$ cat src/rtl/ocacc_pkg.sv
package ocacc_pkg;

    localparam int WORD_W  = 36;
    localparam int LOW_W   = 18;
    localparam int OPC_W   = 6;

    localparam logic [OPC_W-1:0] OPC_AND = 6'o02;
    localparam logic [OPC_W-1:0] OPC_IOR = 6'o04;
    localparam logic [OPC_W-1:0] OPC_XOR = 6'o06;
    localparam logic [OPC_W-1:0] OPC_LAC = 6'o20;
    localparam logic [OPC_W-1:0] OPC_DAP = 6'o26;
    localparam logic [OPC_W-1:0] OPC_DIP = 6'o30;
    localparam logic [OPC_W-1:0] OPC_ADD = 6'o40;
    localparam logic [OPC_W-1:0] OPC_SUB = 6'o42;
    localparam logic [OPC_W-1:0] OPC_SAD = 6'o50;

    typedef enum logic [1:0] {
        LOP_AND = 2'd0,
        LOP_IOR = 2'd1,
        LOP_XOR = 2'd2
    } lop_e;

    typedef struct packed {
        logic [WORD_W-1:0] acc;
        logic [WORD_W-1:0] merge;
        logic              ovf;
        logic              skip;
        logic              done;
    } acc_state_t;

endpackage

$ cat src/rtl/ocacc_oc_adder.sv
module ocacc_oc_adder #(
    parameter int W = 36
) (
    input  logic [W-1:0] a_i,
    input  logic [W-1:0] b_i,
    output logic [W-1:0] sum_o,
    output logic         ovf_o
);
    localparam int SIGN = W - 1;

    logic [W:0]   raw;
    logic [W-1:0] wrap;

    always_comb begin
        raw   = {1'b0, a_i} + {1'b0, b_i};
        wrap  = raw[W-1:0] + {{(W-1){1'b0}}, raw[W]};
        sum_o = wrap;
        ovf_o = (a_i[SIGN] == b_i[SIGN]) && (wrap[SIGN] != a_i[SIGN]);
    end

endmodule

$ cat src/rtl/ocacc_bitwise.sv
module ocacc_bitwise
    import ocacc_pkg::*;
#(
    parameter int W = 36
) (
    input  lop_e         sel_i,
    input  logic [W-1:0] a_i,
    input  logic [W-1:0] b_i,
    output logic [W-1:0] y_o
);
    for (genvar i = 0; i < W; i++) begin : g_bit
        always_comb begin
            case (sel_i)
                LOP_AND: y_o[i] = a_i[i] & b_i[i];
                LOP_IOR: y_o[i] = a_i[i] | b_i[i];
                LOP_XOR: y_o[i] = a_i[i] ^ b_i[i];
                default: y_o[i] = 1'b0;
            endcase
        end
    end

endmodule

$ cat src/rtl/ocacc_half_merge.sv
module ocacc_half_merge #(
    parameter int W         = 36,
    parameter int LOW_W     = 18,
    parameter bit ACC_HIGH  = 1'b0
) (
    input  logic [W-1:0] acc_i,
    input  logic [W-1:0] mem_i,
    output logic [W-1:0] y_o
);
    localparam int HIGH_W = W - LOW_W;

    if (ACC_HIGH) begin : g_acc_high
        assign y_o = {acc_i[W-1:LOW_W], mem_i[LOW_W-1:0]};
    end else begin : g_acc_low
        assign y_o = {mem_i[W-1:W-HIGH_W], acc_i[LOW_W-1:0]};
    end

endmodule

$ cat src/rtl/ocacc_alu.sv
module ocacc_alu
    import ocacc_pkg::*;
(
    input  logic              clk,
    input  logic              rst_n,
    input  logic              start_i,
    input  logic [OPC_W-1:0]  opcode_i,
    input  logic [WORD_W-1:0] operand_i,
    input  logic              ovf_clr_i,
    output logic [WORD_W-1:0] acc_o,
    output logic              ovf_o,
    output logic              skip_o,
    output logic [WORD_W-1:0] merge_o,
    output logic              done_o
);
    acc_state_t        st_d, st_q;
    logic [WORD_W-1:0] addend_b;
    logic [WORD_W-1:0] sum_w;
    logic              sum_ovf;
    lop_e              lop_sel;
    logic [WORD_W-1:0] lop_y;
    logic [WORD_W-1:0] dap_y;
    logic [WORD_W-1:0] dip_y;

    assign addend_b = (opcode_i == OPC_SUB) ? ~operand_i : operand_i;

    ocacc_oc_adder #(.W(WORD_W)) u_add (
        .a_i   (st_q.acc),
        .b_i   (addend_b),
        .sum_o (sum_w),
        .ovf_o (sum_ovf)
    );

    always_comb begin
        case (opcode_i)
            OPC_IOR: lop_sel = LOP_IOR;
            OPC_XOR: lop_sel = LOP_XOR;
            default: lop_sel = LOP_AND;
        endcase
    end

    ocacc_bitwise #(.W(WORD_W)) u_lop (
        .sel_i (lop_sel),
        .a_i   (st_q.acc),
        .b_i   (operand_i),
        .y_o   (lop_y)
    );

    ocacc_half_merge #(.W(WORD_W), .LOW_W(LOW_W), .ACC_HIGH(1'b0)) u_dap (
        .acc_i (st_q.acc),
        .mem_i (operand_i),
        .y_o   (dap_y)
    );

    ocacc_half_merge #(.W(WORD_W), .LOW_W(LOW_W), .ACC_HIGH(1'b1)) u_dip (
        .acc_i (st_q.acc),
        .mem_i (operand_i),
        .y_o   (dip_y)
    );

    always_comb begin
        st_d      = st_q;
        st_d.done = 1'b0;
        if (ovf_clr_i) begin
            st_d.ovf = 1'b0;
        end
        if (start_i) begin
            st_d.done = 1'b1;
            st_d.skip = 1'b0;
            case (opcode_i)
                OPC_ADD, OPC_SUB: begin
                    st_d.acc = sum_w;
                    if (sum_ovf) begin
                        st_d.ovf = 1'b1;
                    end
                end
                OPC_AND, OPC_IOR, OPC_XOR: st_d.acc = lop_y;
                OPC_LAC: st_d.acc   = operand_i;
                OPC_DAP: st_d.merge = dap_y;
                OPC_DIP: st_d.merge = dip_y;
                OPC_SAD: st_d.skip  = |(st_q.acc ^ operand_i);
                default: ;
            endcase
        end
    end

    always_ff @(posedge clk or negedge rst_n) begin
        if (!rst_n) begin
            st_q <= '0;
        end else begin
            st_q <= st_d;
        end
    end

    assign acc_o   = st_q.acc;
    assign ovf_o   = st_q.ovf;
    assign skip_o  = st_q.skip;
    assign merge_o = st_q.merge;
    assign done_o  = st_q.done;

endmodule

$ cat config.mk
export PLATFORM = sky130hd
export DESIGN_NAME = ocacc_alu
export DESIGN_NICKNAME = d
export VERILOG_FILES = /design/src/rtl/ocacc_pkg.sv /design/src/rtl/ocacc_oc_adder.sv /design/src/rtl/ocacc_bitwise.sv /design/src/rtl/ocacc_half_merge.sv /design/src/rtl/ocacc_alu.sv
export SDC_FILE = /design/constraint.sdc
export NUM_CORES = 1
export LEC_CHECK = 0
export BUFFER_PORTS_ARGS = -buffer_cell sky130_fd_sc_hd__buf_2
export CORE_ASPECT_RATIO = 0.6
export CORE_MARGIN = 4
export CORE_UTILIZATION = 40
export CTS_CLUSTER_DIAMETER = 60
export DETAILED_ROUTE_END_ITERATION = 10
export PLACE_DENSITY_LB_ADDON = 0.1
export SLEW_MARGIN = 40
export SYNTH_ARGS = -nofsm -noshare
export SYNTH_HDL_FRONTEND = slang
export SYNTH_SLANG_ARGS = --single-unit
$ cat constraint.sdc
create_clock -name clk -period 10.59 [get_ports clk]
set_clock_uncertainty 0.05 [all_clocks]
set_input_delay 1.5885 -clock clk [delete_from_list [all_inputs] [get_ports clk]]
set_output_delay 1.5885 -clock clk [all_outputs]
set_load 0.02 [all_outputs]
==> results by group <==
STA
  – Final setup TNS: 0 ns
  – Fin. max-slew vios: 0
  – Final setup margin: 2.07 ns
  – Rel. slew slack: 44.5%
  – Max Freq: ~120 MHz
  – RSZ-0062 raised after global routing: no
  – Hold Fails Final Rpt: 0
  – Final worst path period need: 8.52 ns
  – Worst-Margin Slew: 0.829 ns
  – Setup violations, final: 0
  – Fin crit share: 80.4%

GRT
  – Vias in the first global route: 8113
  – Pin count of the biggest net entering global routing: 73
  – Total grt overflow: 0
  – Total Routing Usage GR: 25.1%
  – First-pass GRT wire length: 49000 µm
  – Initial antenna violation count: 0

Final layout
  – Final net count: between 1000 and 1500
  – Layout cells sized above 1: 18.0%
  – Synth-to-layout area growth: 13.2%
  – N_diodes: 0
  – Finished Cell Area: 10100 µm²

Critical path
  – Worst reg-to-reg setup slack: around 5.0 ns
  – FF-to-FF Start: acc_o[21]
  – CP required: approximately 11 ns
  – Worst EP arrival: 8.68 ns
  – Crit path kind: in2reg
  – CP max FO: 23
  – FF-to-FF path depth: 19
  – CP Capture Type: flop
  – Worst reg2reg endpoint: acc_o[28]
  – Worst setup SP type: input pin

Synth
  – Yosys warning count: 0
  – Netlist Area Pre-Place: 8900 µm²
  – Top FF cell, synth: dfrtp_1
  – Post-synthesis area per instance: ~7.9 µm²
  – Syn nets: 1278
  – Yosys reg bits: 75
  – Yosys cell types: 71
  – Post-synth EDFFs: 0
  – Seq/Total Area, Yosys: 21.1%
  – Mapped Cells: 1121
  – Async set or reset register ratio after synthesis: 100%

Pwr
  – Int Pwr: ~0.0013 W
  – Power per Cell Area: 276 nW/µm²
  – P_sw: 0.00146 W
  – Power share of the sequential group: 19.0%
  – Tot Pwr: 0.00278 W
  – Net Sw Frac: 52.7%
  – Maximum vdd drop: around 0.12 mV
  – Pleak: 4.56 nW
  – Combinational power share: between 60% and 70%
  – Clock share of power: around an eighth

Clocking
  – CTS clk-pin slew, worst paths: roughly 0.070 ns
  – Clk sinks: 75
  – Clk_lat worst skew: 0.36 ns
  – Root buf cell: clkbuf_16
  – Post-CTS setup buffer count: 0
  – H-tree Lvls: 3
  – TritonCTS Buffers: 9
  – Hold Buf Count CTS: 0
  – # resized after CTS: 0
  – CTS tree: yes
  – Worst-case clock buffer depth: 2

Worst hold path
  – Endpoint, Worst Hold: merge_o[25]
  – Worst hold path depth: 2
  – Hold path start: merge_o[25]
  – Min-Delay Path Class: reg2reg

Status
  – Status: completed

Place
  – Post-DP Area: 9760 µm²
  – Routability cong.: about 1
  – Pre-CTS WS: between 1.5 and 2 ns
  – DP HPWL: approximately 24000 µm
  – IO buf count: 120

Floorplanning
  – Die span in y: 124 µm
  – Core Region: 21400 µm²
  – I/O pin count: 121
  – Site Rows: between 40 and 50
  – Effective utilization at floorplan: 41.5%
  – Die area: roughly 25000 µm²
  – Die width: ~200 µm

Detailed routing
  – Total number of vias: 8798
  – DRC viols: 0
  – Starting DRT DRC Count: 753
  – Routed vias/inst: 5.92
  – Antenna Nets Post-Route: 0
  – WL final: 31500 µm
  – Pre-antenna DRT Iters: 6
  – DR WL/cell: 21.2 µm

Job
  – Max Cap Viol: 0
## through the flow
step / hold WS (ns) / cells / utilization (%)
after floorplan: 0.540 / 1121 / -
after global placement: 0.408 / 1469 / 45.4
after detailed placement: 0.415 / 1469 / 45.5
after CTS: 0.429 / 1485 / 47.0
after global routing: 0.450 / 1485 / 47.0
final: 0.421 / 1485 / 47.0
## flip-flops by register name, indices dropped and copies added (netlist names)
name and cells:
merge_o 36, acc_o 36, done_o 1, ovf_o 1, skip_o 1
## worst max-delay path: stages
cell and delay, ns:
buf_2 0.12, or3_1 0.41, nor3b_1 0.59, nand2_2 0.66, buf_4 0.45, xnor2_1 0.18
ha_1 0.24, fa_1 0.26, a21o_1 0.20, a221o_1 0.23, a21oi_2 0.14, o32ai_1 0.16
a211o_1 0.19, o31a_1 0.21, a21o_1 0.14, a21o_1 0.12, ha_1 0.17, ha_1 0.16
and2_1 0.18, nand4b_1 0.17, or4_1 0.59, nor4_1 0.54, nand4_1 0.33, nor4_1 0.30
xor2_1 0.19, o221ai_1 0.13
## cell families after synthesis
logic type / Yosys count / share of synthesized area [%]
adder cells (fa/ha/maj): 111 / 15.7
XOR/XNOR: 91 / 9.11
multiplexers: 40 / 5.04
flip-flops: 75 / 21.1
AND/OR/NAND/NOR: 315 / 17.5
AO/OA/AOI/OAI: 338 / 25.2
buffers and inverters: 151 / 6.42
## synth_stat cells, drive strengths merged, types with 6 or more instances
cell type / number / share of area (%)
xor2: 16 / 1.6
a21o: 12 / 1.0
or3: 8 / 0.56
a22oi: 17 / 1.5
and2: 6 / 0.42
nor4: 24 / 1.7
nand2: 151 / 6.4
a21oi: 47 / 2.7
ha: 110 / 15
nor2: 36 / 1.5
clkbuf: 52 / 2.2
o21a: 9 / 0.76
dfrtp: 75 / 21
o22ai: 37 / 2.6
mux2: 39 / 4.9
nand3: 17 / 0.96
a221oi: 7 / 1.1
xnor2: 74 / 7.3
nand4: 19 / 1.5
nor3: 14 / 0.90
o221ai: 10 / 0.98
inv: 90 / 3.8
o21bai: 6 / 0.51
o21ai: 123 / 6.9
a211oi: 14 / 1.3
a222oi: 17 / 1.9
buf: 9 / 0.44
## cell type report
class / count / area, µm²
Fill cell: 2129 / 11400
Inverter: 90 / 338
Sequential cell: 75 / 1880
Clock buffer: 10 / 229
Tap cell: 279 / 349
Multi-Input combinational cell: 895 / 6520
Timing Repair Buffer: 130 / 678
Clock inverter: 6 / 90.1
## metal layers
layer	part of all wire (%)	GRT usage [%]
met1	51	39.1
met2	39	34.7
met3	8.8	6.45
met4	0.90	4.08
met5	0	0
## power by group through the flow
stage / combinational, W / clock [W] / sequential [W]
floorplan: 0.00123 / 0 / 0.000603
global placement: 0.00187 / 0 / 0.000529
detailed placement: 0.00187 / 0 / 0.000530
CTS: 0.00188 / 0.000355 / 0.000526
global route: 0.00210 / 0.000365 / 0.000544
finish: 0.00190 / 0.000346 / 0.000526
## how the worst max path moves through the flow
| stage | from | to |
|---|---|---|
| CTS | opcode_i[0] | acc_o[28] |
| detailed placement | opcode_i[0] | acc_o[28] |
| finish | opcode_i[0] | acc_o[28] |
| global route | opcode_i[0] | acc_o[28] |
| global placement | opcode_i[0] | acc_o[24] |
| floorplan | opcode_i[0] | acc_o[18] |
## cell usage in the layout, fill, tap and decap left out, drive strengths merged, types with 4 or more instances in the layout
master / n
nor4: 24
a211oi: 14
o221ai: 10
nor3: 14
nand2: 151
o22ai: 37
o31ai: 4
and3: 5
nor3b: 4
a31oi: 4
or4b: 4
o21a: 9
and4: 5
a21boi: 4
o32ai: 4
clkbuf: 10
or3: 8
a22oi: 17
or2: 5
buf: 130
a221oi: 7
dfrtp: 75
a21oi: 47
inv: 90
a222oi: 17
nand4: 19
o211ai: 5
nand3: 17
nor2: 36
and2: 6
a211o: 4
mux2: 39
a21o: 12
ha: 110
o21ai: 123
a2111oi: 4
xnor2: 74
o21bai: 6
xor2: 16
Power figures use the tool's default switching activity.
